**src/rtl/intc_pkg.sv**
```systemverilog
package intc_pkg;
  localparam int NSRC = 5;
  localparam int VW   = $clog2(NSRC + 1);

  typedef enum logic [1:0] {
    OPT_KEEP    = 2'd0,
    OPT_CLR     = 2'd1,
    OPT_SET     = 2'd2,
    OPT_RESTORE = 2'd3
  } en_opt_t;

  typedef enum logic [1:0] {
    RXS_FULL      = 2'd0,
    RXS_AVAIL     = 2'd1,
    RXS_ERR_FULL  = 2'd2,
    RXS_ERR_AVAIL = 2'd3
  } rx_sel_t;

  localparam int SRC_RX  = 0;
  localparam int SRC_TFE = 1;
  localparam int SRC_LTA = 2;
  localparam int SRC_BIO = 3;
  localparam int SRC_TMR = 4;
endpackage

```
**src/rtl/intc_src.sv**
```systemverilog
module intc_src
  import intc_pkg::*;
(
  input  logic            clk,
  input  logic            rst_n,
  input  logic            nmi_in,
  input  logic            clr_nmi,
  input  logic            rx_full,
  input  logic            rx_avail,
  input  logic            rx_err,
  input  logic [1:0]      rx_sel,
  input  logic            xcvr_reset,
  input  logic            tfe_set,
  input  logic            tx_wr,
  input  logic            lta_set,
  input  logic            bio_req,
  input  logic            tmr_exp,
  input  logic            tmr_ack,
  input  logic            tmr_stop,
  output logic            nmi_pend,
  output logic [NSRC-1:0] req
);
  logic nmi_prev;
  logic nmi_rise;
  logic tfe_q, lta_q, tmr_q;
  logic rx_req;

  assign nmi_rise = nmi_in & ~nmi_prev;

  always_ff @(posedge clk) begin
    if (!rst_n) begin
      nmi_prev <= 1'b0;
      nmi_pend <= 1'b0;
    end else begin
      nmi_prev <= nmi_in;
      nmi_pend <= (nmi_pend & ~clr_nmi) | nmi_rise;
    end
  end

  always_comb begin
    unique case (rx_sel_t'(rx_sel))
      RXS_FULL:      rx_req = rx_full;
      RXS_AVAIL:     rx_req = rx_avail;
      RXS_ERR_FULL:  rx_req = rx_err | rx_full;
      RXS_ERR_AVAIL: rx_req = rx_err | rx_avail;
      default:       rx_req = 1'b0;
    endcase
  end

  // Event flags: a set strobe outranks a clear strobe in the same cycle.
  always_ff @(posedge clk) begin
    if (!rst_n) begin
      tfe_q <= 1'b1;
      lta_q <= 1'b0;
      tmr_q <= 1'b0;
    end else begin
      if (xcvr_reset || tfe_set) tfe_q <= 1'b1;
      else if (tx_wr)            tfe_q <= 1'b0;
      if (lta_set)                    lta_q <= 1'b1;
      else if (tx_wr || xcvr_reset)   lta_q <= 1'b0;
      if (tmr_exp)                    tmr_q <= 1'b1;
      else if (tmr_ack || tmr_stop)   tmr_q <= 1'b0;
    end
  end

  always_comb begin
    req          = '0;
    req[SRC_RX]  = rx_req;
    req[SRC_TFE] = tfe_q;
    req[SRC_LTA] = lta_q;
    req[SRC_BIO] = bio_req;
    req[SRC_TMR] = tmr_q;
  end

  a_r3_nmi_cleared: assert property (@(posedge clk) disable iff (!rst_n)
    (clr_nmi && !nmi_rise) |=> !nmi_pend);
  a_r10_tmr_set: assert property (@(posedge clk) disable iff (!rst_n)
    tmr_exp |=> req[SRC_TMR]);
  a_r9_tfe_set: assert property (@(posedge clk) disable iff (!rst_n)
    xcvr_reset |=> (req[SRC_TFE] && !$past(lta_set) |-> !req[SRC_LTA]));
endmodule

```
**src/rtl/intc_prio.sv**
```systemverilog
module intc_prio
  import intc_pkg::*;
(
  input  logic            nmi_pend,
  input  logic [NSRC-1:0] req,
  input  logic [NSRC-1:0] mask,
  input  logic            en,
  input  logic            hold,
  output logic            take,
  output logic [VW-1:0]   vec
);
  logic [NSRC-1:0] live;
  logic            any_live;
  logic [VW-1:0]   low_idx;

  assign live     = req & ~mask & {NSRC{en}};
  assign any_live = |live;

  // Scan from the top so the lowest index is written last and wins.
  always_comb begin
    low_idx = '0;
    for (int i = NSRC - 1; i >= 0; i--) begin
      if (live[i]) low_idx = VW'(i + 1);
    end
  end

  assign take = !hold && (nmi_pend || any_live);
  assign vec  = nmi_pend ? '0 : low_idx;
endmodule

```
**src/rtl/intc_en_stack.sv**
```systemverilog
module intc_en_stack #(
  parameter int AW    = 16,
  parameter int DEPTH = 4,
  localparam int PW   = (DEPTH > 1) ? $clog2(DEPTH) : 1,
  localparam int CW   = $clog2(DEPTH + 1)
)(
  input  logic          clk,
  input  logic          rst_n,
  input  logic          push,
  input  logic [AW-1:0] push_addr,
  input  logic          push_en,
  input  logic          pop,
  output logic [AW-1:0] top_addr,
  output logic          top_en,
  output logic [CW-1:0] depth
);
  logic [AW-1:0] addr_mem [DEPTH];
  logic          en_mem   [DEPTH];
  logic [PW-1:0] wr_ptr;
  logic [PW-1:0] top_idx;
  logic [PW-1:0] nxt_idx;
  logic          empty;
  logic          full;

  assign top_idx = (wr_ptr == '0) ? PW'(DEPTH - 1) : wr_ptr - PW'(1);
  assign nxt_idx = (wr_ptr == PW'(DEPTH - 1)) ? '0 : wr_ptr + PW'(1);
  assign empty   = (depth == '0);
  assign full    = (depth == CW'(DEPTH));

  always_ff @(posedge clk) begin
    if (!rst_n) begin
      wr_ptr <= '0;
      depth  <= '0;
      for (int i = 0; i < DEPTH; i++) begin
        addr_mem[i] <= '0;
        en_mem[i]   <= 1'b0;
      end
    end else if (push) begin
      addr_mem[wr_ptr] <= push_addr;
      en_mem[wr_ptr]   <= push_en;
      wr_ptr           <= nxt_idx;
      if (!full) depth <= depth + CW'(1);
    end else if (pop && !empty) begin
      wr_ptr <= top_idx;
      depth  <= depth - CW'(1);
    end
  end

  assign top_addr = empty ? '0 : addr_mem[top_idx];
  assign top_en   = empty ? 1'b0 : en_mem[top_idx];

  a_r11_depth_bound: assert property (@(posedge clk) disable iff (!rst_n)
    depth <= CW'(DEPTH));
  a_r11_empty_pop: assert property (@(posedge clk) disable iff (!rst_n)
    (pop && !push && empty) |-> (!top_en && top_addr == '0) ##1 empty);
  a_r11_full_push: assert property (@(posedge clk) disable iff (!rst_n)
    (push && full) |=> full);
endmodule

```
**src/rtl/intc_core.sv**
```systemverilog
module intc_core
  import intc_pkg::*;
#(
  parameter int AW    = 16,
  parameter int DEPTH = 4,
  localparam int CW   = $clog2(DEPTH + 1)
)(
  input  logic          clk,
  input  logic          rst_n,
  input  logic          nmi_in,
  input  logic          rx_full,
  input  logic          rx_avail,
  input  logic          rx_err,
  input  logic [1:0]    rx_sel,
  input  logic          xcvr_reset,
  input  logic          tfe_set,
  input  logic          tx_wr,
  input  logic          lta_set,
  input  logic          bio_req,
  input  logic          tmr_exp,
  input  logic          tmr_ack,
  input  logic          tmr_stop,
  input  logic          mask_wr,
  input  logic [4:0]    mask_wdata,
  input  logic          en_wr,
  input  logic          en_wdata,
  input  logic          ret_valid,
  input  logic [1:0]    ret_opt,
  input  logic          xch_valid,
  input  logic [1:0]    xch_opt,
  input  logic [AW-1:0] pc_in,
  output logic          irq_take,
  output logic [2:0]    irq_vec,
  output logic [4:0]    mask_q,
  output logic          en_q,
  output logic [4:0]    pend_q,
  output logic [AW-1:0] ret_addr,
  output logic          ret_en,
  output logic [2:0]    stk_depth
);
  logic            nmi_pend;
  logic [NSRC-1:0] req;
  logic            take;
  logic [VW-1:0]   vec;
  logic            hold;
  logic [CW-1:0]   depth;
  logic            en_n;

  assign hold = ret_valid | xch_valid;

  intc_src u_src (
    .clk, .rst_n, .nmi_in,
    .clr_nmi    (take && vec == '0),
    .rx_full, .rx_avail, .rx_err, .rx_sel,
    .xcvr_reset, .tfe_set, .tx_wr, .lta_set, .bio_req,
    .tmr_exp, .tmr_ack, .tmr_stop,
    .nmi_pend, .req
  );

  intc_prio u_prio (
    .nmi_pend, .req,
    .mask (mask_q),
    .en   (en_q),
    .hold,
    .take, .vec
  );

  intc_en_stack #(.AW(AW), .DEPTH(DEPTH)) u_stack (
    .clk, .rst_n,
    .push      (take),
    .push_addr (pc_in),
    .push_en   (en_q),
    .pop       (ret_valid),
    .top_addr  (ret_addr),
    .top_en    (ret_en),
    .depth
  );

  always_ff @(posedge clk) begin
    if (!rst_n)       mask_q <= '1;
    else if (mask_wr) mask_q <= mask_wdata;
  end

  // Precedence: recognition, return, exchange, plain write.
  always_comb begin
    en_n = en_q;
    if (take) begin
      en_n = 1'b0;
    end else if (ret_valid) begin
      unique case (en_opt_t'(ret_opt))
        OPT_KEEP:    en_n = en_q;
        OPT_CLR:     en_n = 1'b0;
        OPT_SET:     en_n = 1'b1;
        OPT_RESTORE: en_n = ret_en;
        default:     en_n = en_q;
      endcase
    end else if (xch_valid) begin
      unique case (en_opt_t'(xch_opt))
        OPT_CLR: en_n = 1'b0;
        OPT_SET: en_n = 1'b1;
        default: en_n = en_q;
      endcase
    end else if (en_wr) begin
      en_n = en_wdata;
    end
  end

  always_ff @(posedge clk) begin
    if (!rst_n) en_q <= 1'b0;
    else        en_q <= en_n;
  end

  assign irq_take  = take;
  assign irq_vec   = 3'(vec);
  assign pend_q    = req;
  assign stk_depth = 3'(depth);

  a_r2_mask_gates: assert property (@(posedge clk) disable iff (!rst_n)
    (irq_take && irq_vec != 3'd0) |-> !mask_q[irq_vec - 3'd1]);
  a_r3_en_gates: assert property (@(posedge clk) disable iff (!rst_n)
    (irq_take && irq_vec != 3'd0) |-> en_q);
  a_r5_en_cleared: assert property (@(posedge clk) disable iff (!rst_n)
    irq_take |=> !en_q);
  a_r12_hold_off: assert property (@(posedge clk) disable iff (!rst_n)
    (ret_valid || xch_valid) |-> !irq_take);
  a_r4_vec_range: assert property (@(posedge clk) disable iff (!rst_n)
    irq_take |-> irq_vec <= 3'(NSRC));
endmodule

```
**config.mk**
```make
export PLATFORM = sky130hd
export DESIGN_NAME = intc_core
export DESIGN_NICKNAME = d
export VERILOG_FILES = /design/src/rtl/intc_pkg.sv /design/src/rtl/intc_src.sv /design/src/rtl/intc_prio.sv /design/src/rtl/intc_en_stack.sv /design/src/rtl/intc_core.sv
export SDC_FILE = /design/constraint.sdc
export NUM_CORES = 1
export LEC_CHECK = 0
export BUFFER_PORTS_ARGS = -buffer_cell sky130_fd_sc_hd__buf_2
export CORE_MARGIN = 4
export CORE_UTILIZATION = 45
export DETAILED_ROUTE_END_ITERATION = 8
export PLACE_DENSITY = 0.67
export SETUP_SLACK_MARGIN = 0.1
export SLEW_MARGIN = 20
export SYNTH_ARGS = -nofsm -noshare
export SYNTH_HDL_FRONTEND = slang
export SYNTH_SLANG_ARGS = --single-unit
```
**constraint.sdc**
```tcl
create_clock -name clk -period 4.2 [get_ports clk]
set_clock_uncertainty 0.2 [all_clocks]
set_input_delay 0.42 -clock clk [delete_from_list [all_inputs] [get_ports clk]]
set_output_delay 0.42 -clock clk [all_outputs]
set_load 0.05 [all_outputs]
```
==> metrics.csv, run 1 <==
stage,metric,value,unit
critical_path,path_cells,"inv_1, ha_1, inv_1, mux4_2, nor2b_1, buf_2",
cells_and_area,final_core_util,0.536,
yosys,ys_seq_area_frac,0.543,
floorplan,die_h,106,µm
cells_and_area,drive_above_1_share,0.360,
power_and_ir_drop,cellPowerDensity,565,mW/mm²
yosys,async_flop_share,0,
sta,maxSlewViolCount,0,
critical_path,setup.worst_path.class,reg2out,
placement,dpl_worst_slack,1.20,ns
cts,clk_latency,0.34,ns
global_routing,grt_overflow_total,0,
cts,path_clk_slew,0.09,ns
global_routing,grt_max_degree,36,
global_routing,grt_pass1_vias,2921,
drt,wirelength,9320,µm
cells_and_area,diodes,0,
sta,relSlewSlack,0.372,
cells_and_area,area_growth,15.8,%
global_routing,grt_pass1_wl,14800,µm
cts,clock_path_buffers,2,
cts,cts_buffers,9,
cts,cts_sinks,84,
cts,cts_max_level,3,
power_and_ir_drop,p_leak,2.00,nW
critical_path,worstPathRequired,3.58,ns
critical_path,crit_path_max_fanout,17,
sta,hold_viol_final,0,
cts,cts_resized,0,
cts,cts-root-buf,clkbuf_8,
floorplan,rows,35,
placement,gp_congestion,0.798,
sta,hold-worst-slack,0.0602,ns
floorplan,die_area,0.0112,mm²
cts,tritoncts,built,
yosys,synth-edff-count,65,
yosys,ys_warn_count,0,
critical_path,cpMostUsedCell,inv_1,
critical_path,cp.arrival,2.72,ns
floorplan,coreArea,0.00928,mm²
global_routing,antenna_found_initial,0,
placement,port_buffers,80,
drt,post_drt_wl_per_cell,17.4,µm
global_routing,track_usage,0.171,
critical_path,cp_num_buf_inv,3,
sta,max_freq,300,MHz
sta,worst_pin_slew,0.942,ns
hold_path,hold_class,in2reg,
yosys,synth_ff_type,edfxtp_1,
run_status,status,completed,
placement,hpwl,6110,µm
yosys,ys_types,59,
critical_path,max_stage_delay,0.82,ns
floorplan,ioPinCount,81,
cts,cts_setup_buffers,0,
critical_path,crit_family,adder cells,
yosys,syn-num-nets,376,
sta,period_minus_slack,3.34,ns
power_and_ir_drop,power,2.81,mW
sta,tns,0,ns
cells_and_area,nets,450,
drt,drc,0,
drt,postRouteAntennaNets,0,
yosys,synth_seq_cells,84,
critical_path,critPathLaunchType,register,
sta,period_share,0.795,
yosys,synth_area,0.00430,mm²
sta,rsz0062_at_grt,false,
cts,ctsHoldBuffers,0,
flow_run,max_cap_violations,0,
sta,fin_ws,0.862,ns
drt,via_count,2817,
critical_path,critPathSlowestCell,ha_1,
floorplan,start_util,0.463,
drt,viasPerCell,5.28,
power_and_ir_drop,vdd_drop_max,0.260,mV
drt,drt_first_iter_violations,184,
yosys,avgSynthCellArea,13.2,µm²
sta,setup_violations,0,
drt,first_pass_iters,4,
critical_path,cp-end-kind,output port,
floorplan,die_width,106,µm
yosys,synth_cells,326,
[where the power goes]
group | internal (mW) | leakage (nW) | switching, mW
Sequential | 0.957 | 0.829 | 0.0499
Combinational | 0.413 | 1.07 | 0.796
Clock | 0.285 | 0.103 | 0.308
[worst register-to-register path, delay by kind of cell (launching register included)]
kind | cells | cell delay, ns
buffers and inverters | 1 | 0.07
adder cells (fa/ha/maj) | 1 | 0.25
AO/OA/AOI/OAI | 4 | 1.21
AND/OR/NAND/NOR | 2 | 0.54
flip-flops | 1 | 0.41
[area by class of cell]
class | count | area (µm²)
well taps | 129 | 161
multi-input cells | 209 | 1790
fillers | 842 | 4310
flip-flops and latches | 84 | 2330
clock inverters | 7 | 80.1
clock buffers | 9 | 124
repair buffers | 86 | 445
inverters | 10 | 37.5
[flip-flops by register name (all words and copies together) (netlist names)]
| name | cells |
|---|---|
| u_stack.addr_mem | 64 |
| mask_q | 5 |
| u_stack.en_mem | 4 |
| u_stack.depth | 3 |
| u_stack.wr_ptr | 2 |
| en_q | 1 |
| u_src.lta_q | 1 |
| u_src.nmi_pend | 1 |
| u_src.nmi_prev | 1 |
| u_src.tfe_q | 1 |
| u_src.tmr_q | 1 |
[cell usage after synthesis (2+ instances only)]
library cell | instances | area share
a211o_1 | 2 | 0.0041
a211oi_4 | 2 | 0.0093
a21oi_1 | 9 | 0.010
a31oi_1 | 2 | 0.0029
and2_1 | 43 | 0.063
and2_2 | 6 | 0.010
and3_1 | 16 | 0.023
buf_2 | 4 | 0.0047
buf_4 | 5 | 0.0087
buf_6 | 4 | 0.010
clkbuf_1 | 9 | 0.0079
dfxtp_1 | 19 | 0.089
edfxtp_1 | 65 | 0.45
ha_1 | 3 | 0.0087
inv_1 | 9 | 0.0079
mux2i_1 | 8 | 0.019
mux4_2 | 17 | 0.089
nand2_1 | 13 | 0.011
nand2b_1 | 3 | 0.0044
nand3_1 | 2 | 0.0023
nor2_1 | 10 | 0.0087
nor2b_1 | 20 | 0.029
nor2b_4 | 3 | 0.0096
nor3_1 | 5 | 0.0058
nor3b_1 | 2 | 0.0035
o21ai_0 | 7 | 0.0082
o221ai_1 | 2 | 0.0041
o311ai_0 | 2 | 0.0041
o31ai_1 | 2 | 0.0035
or3_1 | 2 | 0.0029
or4_1 | 2 | 0.0035
[final timing paths]
path         cells after the start  slack, ns                            end                           start
min                              2       0.06       u_src.tfe_q$_SDFFE_PP1P_                         tfe_set
max reg2reg                      8       1.41  u_stack.depth[2]$_SDFFE_PN0P_          mask_q[2]$_SDFFE_PN1P_
max                              6       0.86                         ret_en  u_stack.wr_ptr[1]$_SDFFE_PN0P_
min reg2reg                      2       0.27      u_stack.en_mem[2]$_DFF_P_       u_stack.en_mem[2]$_DFF_P_
[kinds of logic (layout without fill, tap and decap cells)]
family / Yosys count / after routing / share of synthesized area
muxes: 26 / 26 / 0.111
AOI/OAI and AO/OA: 45 / 45 / 0.0976
adders and majority gates: 4 / 4 / 0.0134
and+or+nand+nor: 134 / 134 / 0.193
DFF: 84 / 84 / 0.543
buffers and inverters: 33 / 112 / 0.0417
[cell usage in the layout, fill, tap and decap left out, types with 8 or more instances in the layout]
cell / count
nor2b_1: 20
a21oi_1: 9
buf_2: 80
inv_1: 9
edfxtp_1: 65
and2_1: 43
nand2_1: 13
mux4_2: 17
clkbuf_8: 9
mux2i_1: 8
dfxtp_1: 19
and3_1: 16
nor2_1: 10
[layer usage]
layer  vias up  routed length, µm  track usage
li1       1348                  -            -
met4         0                 35       0.0416
met1      1378               3970        0.221
met3         2                665       0.0404
met5         -                  0            0
met2        89               4650        0.291
[stage by stage]
stage,instances,area [µm²]
2_1_floorplan,326,4300
3_3_place_gp,518,4770
3_5_place_dp,518,4770
4_1_cts,534,4970
5_1_grt,534,4970
6_report,534,4970
Power figures use the tool's default switching activity.
==> run 2, diff against run 1 <==
PLACE_DENSITY = 0.7   (was 0.67)
clock period = 2.8 ns   (was 4.2 ns; I/O delays follow)
==> run 2 against run 1 <==
  * Non-clock buffer count rose by 21
  * Largest power group unchanged
  * Die area did not move
  * Clock power rose by 49%
  * Critical path type unchanged
  * Flip-flop and latch count did not move
  * Hold slack got worse by 0.041 ns
  * Setup slack got worse by 0.65 ns
==> metrics.csv, run 2 (synthesis gave the netlist of run 1 again) <==
stage,metric,value,unit,change
drt,post_drt_wl_per_cell,17.9,µm,was 17.4 µm
hold_path,hold_class,in2reg,,unchanged
sta,period_share,0.923,,
global_routing,track_usage,0.188,,was 0.171
sta,rsz0062_at_grt,false,,unchanged
floorplan,die_area,0.0112,mm²,unchanged
placement,port_buffers,80,,unchanged
critical_path,worstPathRequired,2.32,ns,was 3.58 ns
cts,cts_buffers,9,,unchanged
cells_and_area,largest_reg_flops,64,,unchanged
global_routing,grt_pass1_vias,3117,,"was 2,921"
cts,clock_path_buffers,2,,unchanged
cells_and_area,reg_top3,"u_stack.addr_mem: 64 flops, mask_q: 5 flops, u_stack.en_mem: 4 flops",,unchanged
floorplan,die_h,106,µm,unchanged
global_routing,grt_max_degree,36,,unchanged
cts,cts_setup_buffers,0,,unchanged
drt,viasPerCell,5.23,,was 5.28
drt,via_count,2901,,"was 2,817"
placement,hpwl,6460,µm,was 6110 µm
critical_path,cp-end-kind,output port,,unchanged
cells_and_area,n_fill_cell,798,,was 842
critical_path,cp.arrival,2.11,ns,was 2.72 ns
flow_run,max_cap_violations,0,,unchanged
cells_and_area,final_core_util,0.571,,was 0.536
sta,worst_pin_slew,0.948,ns,was 0.942 ns
cts,tritoncts,built,,unchanged
cells_and_area,drive_above_1_share,0.427,,was 0.360
power_and_ir_drop,cellPowerDensity,864,mW/mm²,was 565 mW/mm²
power_and_ir_drop,vdd_drop_max,0.393,mV,was 0.260 mV
drt,drc,0,,unchanged
sta,max_freq,387,MHz,
placement,dpl_worst_slack,0.245,ns,was 1.20 ns
sta,setup_violations,0,,unchanged
floorplan,coreArea,0.00928,mm²,unchanged
drt,wirelength,9940,µm,was 9320 µm
critical_path,crit_path_max_fanout,6,,was 17
cells_and_area,nets,471,,was 450
global_routing,grt_pass1_wl,16200,µm,"was 14,800 µm"
sta,maxSlewViolCount,0,,unchanged
global_routing,antenna_found_initial,0,,unchanged
placement,dp_cells,529,,was 518
placement,dpl-instance-area,0.00496,mm²,was 0.00477 mm²
cts,cts_sinks,84,,unchanged
drt,first_pass_iters,4,,unchanged
floorplan,ioPinCount,81,,unchanged
floorplan,rows,35,,unchanged
critical_path,setup.worst_path.class,reg2out,,unchanged
cells_and_area,final_cells,555,,was 534
drt,postRouteAntennaNets,0,,unchanged
power_and_ir_drop,p_leak,2.13,nW,was 2.00 nW
cells_and_area,mostFrequentLayoutCell,buf_2,,unchanged
floorplan,start_util,0.463,,unchanged
cells_and_area,diodes,0,,unchanged
placement,gp_congestion,0.841,,was 0.798
sta,relSlewSlack,0.362,,was 0.372
critical_path,critPathLaunchType,register,,unchanged
global_routing,grt_overflow_total,0,,unchanged
sta,fin_ws,0.215,ns,was 0.862 ns
sta,hold_viol_final,0,,unchanged
cells_and_area,area_growth,23.4,%,was 15.8%
floorplan,die_width,106,µm,unchanged
run_status,status,completed,,unchanged
cts,path_clk_slew,0.09,ns,about the same
cts,clk_latency,0.35,ns,was 0.34 ns
cts,cts-root-buf,clkbuf_8,,unchanged
sta,period_minus_slack,2.59,ns,
cells_and_area,fin_area,0.00530,mm²,was 0.00497 mm²
cells_and_area,regMostFlops,u_stack.addr_mem,,unchanged
drt,drt_first_iter_violations,157,,was 184
cts,cts_max_level,3,,unchanged
cells_and_area,final_cell_mix,"buf_2, edfxtp_1, and2_1",,unchanged
[run 2: changes by cell type in the layout (fill, tap and decap cells not counted), moves of 6 or more]
cell           change
buf_4              +9
dfxtp_2            +6
nor2b_2            +7
dlygate4sd3_1     +10
nor2b_4           +11
nor2b_1           -18
dfxtp_1            -7
[run 2: final cells by class]
cell class                      instances  area [µm²]  share of cell area
Clock inverter                          6        71.3              0.0135
Clock buffer                           10         128              0.0241
Sequential cell                        84        2340               0.442
Timing Repair Buffer                  107         651               0.123
Tap cell                              129         161              0.0304
Multi-Input combinational cell        209        1910               0.360
Inverter                               10        40.0             0.00755
[run 2: routing by layer]
metal	routed length, µm	track usage	part of all wire	vias up
li1	-	-	-	1387
met1	4280	0.245	0.43	1420
met2	4960	0.312	0.50	82
met3	558	0.0361	0.056	12
met4	140	0.0657	0.014	0
met5	0	0	0	-
[run 2: power breakdown]
part	switching [mW]	leakage [nW]	total (mW)	internal (mW)
Combinational	1.32	1.21	2.17	0.849
Clock	0.463	0.0954	0.886	0.423
Sequential	0.0844	0.828	1.53	1.44
[run 2: worst paths after layout]
kind / startpoint / end / slack [ns] / cells after the start
max: u_stack.wr_ptr[1]$_SDFFE_PN0P_ / ret_en / 0.21 / 6
min: pc_in[2] / u_stack.addr_mem[1][2]$_SDFFCE_PN0P_ / 0.02 / 2
max reg2reg: u_src.lta_q$_SDFFE_PN0P_ / u_stack.depth[2]$_SDFFE_PN0P_ / 0.29 / 8
min reg2reg: u_stack.en_mem[1]$_DFF_P_ / u_stack.en_mem[1]$_DFF_P_ / 0.27 / 2
[run 2: per-stage QoR]
step                      TNS (ns)  hold slack, ns  total power, mW
after floorplan             -10.32           0.184             3.13
final                            0          0.0196             4.58
after global routing             0          0.0257             4.80
after CTS                        0          0.0102             4.59
after detailed placement         0           0.252             3.64
after global placement           0           0.250             3.61
[run 2: critical path, cell delays in order (launching register included)]
cell	delay, ns
dfxtp_4	0.40
inv_1	0.11
ha_4	0.19
nor2b_4	0.13
mux4_2	0.53
nor2b_2	0.17
clkbuf_4	0.22
[run 2: what timing repair did]
item	CTS	global route
hold endpoints to repair	9	0
endpoints found under the setup margin	17	3
pin swaps	0	0
hold buffers	10	0
gates resized for setup	5	7
==> run 3, diff against run 2 <==
--- a/config.mk
+++ b/config.mk
@@ -11,2 +11,3 @@
 export DETAILED_ROUTE_END_ITERATION = 8
+export GPL_TIMING_DRIVEN = 0
 export PLACE_DENSITY = 0.7
--- a/constraint.sdc
+++ b/constraint.sdc
@@ -4,2 +4,2 @@
 set_output_delay 0.28 -clock clk [all_outputs]
-set_load 0.05 [all_outputs]
+set_load 0.02 [all_outputs]
==> run 3 against run 2 <==
  * Via count rose by 3.3%
  * Critical path depth rose by 2
  * Cell count rose by 2.7%
  * Clock power rose by 14%
  * Register-to-register slack got worse by 0.08 ns
  * Final area rose by 2.2%
  * Die area did not move
  * Sequential power barely moved
  * Setup slack got worse by 0.072 ns
  * Critical path type unchanged
  * Critical endpoint unchanged
==> metrics.csv, run 3 (synthesis gave the netlist of run 1 again) <==
stage,metric,value,unit,change
sta,period_minus_slack,2.66,ns,was 2.59 ns
floorplan,die_area,0.0112,mm²,unchanged
global_routing,grt_pass1_vias,3255,,"was 3,117"
sta,max_freq,376,MHz,was 387 MHz
cts,cts_sinks,84,,unchanged
cts,tritoncts,built,,unchanged
placement,dpl-instance-area,0.00491,mm²,was 0.00496 mm²
critical_path,setup.worst_path.class,reg2out,,unchanged
power_and_ir_drop,p_leak,2.19,nW,was 2.13 nW
drt,viasPerCell,5.26,,was 5.23
cells_and_area,largest_reg_flops,64,,unchanged
cts,cts-root-buf,clkbuf_8,,unchanged
cts,cts_max_level,3,,unchanged
drt,via_count,2997,,"was 2,901"
floorplan,start_util,0.463,,unchanged
global_routing,antenna_found_initial,0,,unchanged
placement,gp_congestion,0.819,,was 0.841
critical_path,critPathSlowestCell,mux4_2,,unchanged
drt,postRouteAntennaNets,0,,unchanged
cts,path_clk_slew,0.10,ns,was 0.09 ns
floorplan,rows,35,,unchanged
cells_and_area,final_core_util,0.584,,was 0.571
cts,clk_latency,0.36,ns,was 0.35 ns
drt,post_drt_wl_per_cell,18.1,µm,was 17.9 µm
hold_path,hold_end,u_stack.addr_mem[2][8]$_SDFFCE_PN0P_,,was u_stack.addr_mem[1][2]$_SDFFCE_PN0P_
drt,first_pass_iters,4,,unchanged
hold_path,hp-start,pc_in[8],,was pc_in[2]
hold_path,hold_class,in2reg,,unchanged
global_routing,grt_pass1_wl,16600,µm,"was 16,200 µm"
sta,period_share,0.949,,was 0.923
critical_path,reg2reg_from,u_src.tfe_q$_SDFFE_PP1P_,,was u_src.lta_q$_SDFFE_PN0P_
critical_path,cp-end-kind,output port,,unchanged
flow_run,max_cap_violations,0,,unchanged
cells_and_area,fin_area,0.00542,mm²,was 0.00530 mm²
power_and_ir_drop,vdd_drop_max,0.355,mV,was 0.393 mV
sta,setup_violations,0,,unchanged
floorplan,ioPinCount,81,,unchanged
sta,rsz0062_at_grt,true,,was false
cells_and_area,mostFrequentLayoutCell,buf_2,,unchanged
global_routing,grt_overflow_total,0,,unchanged
drt,wirelength,10300,µm,was 9940 µm
floorplan,die_width,106,µm,unchanged
cells_and_area,nets,486,,was 471
cts,cts_buffers,9,,unchanged
cells_and_area,area_growth,26.1,%,was 23.4%
sta,maxSlewViolCount,0,,unchanged
sta,hold_viol_final,0,,unchanged
critical_path,max_stage_delay,0.55,ns,was 0.53 ns
sta,hold-worst-slack,0.0148,ns,was 0.0196 ns
power_and_ir_drop,cellPowerDensity,798,mW/mm²,was 864 mW/mm²
critical_path,worstPathRequired,2.32,ns,about the same
critical_path,crit_path_max_fanout,3,,was 6
critical_path,cpMostUsedCell,nor2b_4,,
cells_and_area,diodes,0,,unchanged
critical_path,crit_start,u_stack.wr_ptr[0]$_SDFFE_PN0P_,,was u_stack.wr_ptr[1]$_SDFFE_PN0P_
floorplan,die_h,106,µm,unchanged
sta,worst_pin_slew,0.933,ns,was 0.948 ns
placement,hpwl,7020,µm,was 6460 µm
critical_path,path_cells,"buf_8, buf_12, clkinvlp_4, ha_4, nor2b_4, mux4_2, nor2b_4, buf_6",,"was inv_1, ha_4, nor2b_4, mux4_2, nor2b_2, clkbuf_4"
drt,drc,0,,unchanged
cells_and_area,reg_top3,"u_stack.addr_mem: 64 flops, mask_q: 5 flops, u_stack.en_mem: 4 flops",,unchanged
sta,relSlewSlack,0.372,,was 0.362
hold_path,hold_depth,2,,unchanged
critical_path,reg2reg_depth,8,,unchanged
cells_and_area,regMostFlops,u_stack.addr_mem,,unchanged
placement,port_buffers,77,,was 80
global_routing,grt_max_degree,17,,was 36
global_routing,track_usage,0.193,,was 0.188
cts,clock_path_buffers,2,,unchanged
power_and_ir_drop,power,4.32,mW,was 4.58 mW
critical_path,r2r_slack,0.21,ns,was 0.29 ns
critical_path,cp.arrival,2.18,ns,was 2.11 ns
floorplan,coreArea,0.00928,mm²,unchanged
cells_and_area,drive_above_1_share,0.401,,was 0.427
critical_path,r2r_end,u_stack.depth[2]$_SDFFE_PN0P_,,unchanged
run_status,status,completed,,unchanged
critical_path,critPathLaunchType,register,,unchanged
drt,drt_first_iter_violations,181,,was 157
cells_and_area,final_cell_mix,"buf_2, edfxtp_1, and2_1",,unchanged
[run 3: cell types whose count changed in the layout (fill, tap and decap cells not counted), sizes merged]
cell	delta
bufinv	+1
buf	+8
clkbuf	+6
inv	-1
clkinv	+1
[run 3: layer usage]
metal  vias to the layer above  share of wire  track usage
li1                       1425              -            -
met1                      1479           0.41        0.236
met2                        74           0.52        0.340
met3                        19          0.044       0.0276
met4                         0          0.023       0.0842
met5                         -              0            0
[run 3: worst max path at each step]
stage	slack [ns]	endpoint
after detailed placement	-0.45	ret_addr[0]
after global routing	0.06	u_stack.depth[2]$_SDFFE_PN0P_
after floorplan	-0.1	u_stack.addr_mem[1][0]$_SDFFCE_PN0P_
after CTS	0.07	ret_addr[0]
final	0.14	ret_en
after global placement	-1.00	u_stack.addr_mem[2][5]$_SDFFCE_PN0P_
[run 3: final cells by class]
class / instances / area, µm²
clock buffer: 9 / 124
buffer: 22 / 184
inverter: 10 / 41.3
sequential: 84 / 2340
tap: 129 / 161
clock inverter: 7 / 105
timing repair buffer: 100 / 617
multi-input combinational: 209 / 1850
fill: 785 / 3870
[run 3: worst max-delay path: cells and delay by family (launching register included)]
family / cells / cell delay [ns]
adders and majority gates: 1 / 0.18
buffers and inverters: 4 / 0.45
DFF: 1 / 0.35
muxes: 1 / 0.55
and+or+nand+nor: 2 / 0.29
[run 3: through the flow]
step	setup slack, ns	setup TNS [ns]	instances
2_1_floorplan	-0.0958	-3.06	326
3_3_place_gp	-1.00	-40.26	532
3_5_place_dp	-0.451	-6.99	535
4_1_cts	0.0723	0	568
5_1_grt	0.0601	0	570
6_report	0.143	0	570
[run 3: power breakdown]
part           switching [mW]  total [mW]  leakage (nW)  internal, mW
clock                   0.493        1.01         0.112         0.517
combinational           0.924        1.79          1.25         0.863
sequential             0.0880        1.53         0.829          1.44
[run 3: timing repair]
action,4_1_cts,5_1_grt
gates cloned,0,0
setup endpoints to repair,37,29
resized for setup,19,9
hold buffers,10,0
endpoints found under the hold margin,9,0
buffers inserted,8,2
pin swaps,2,3
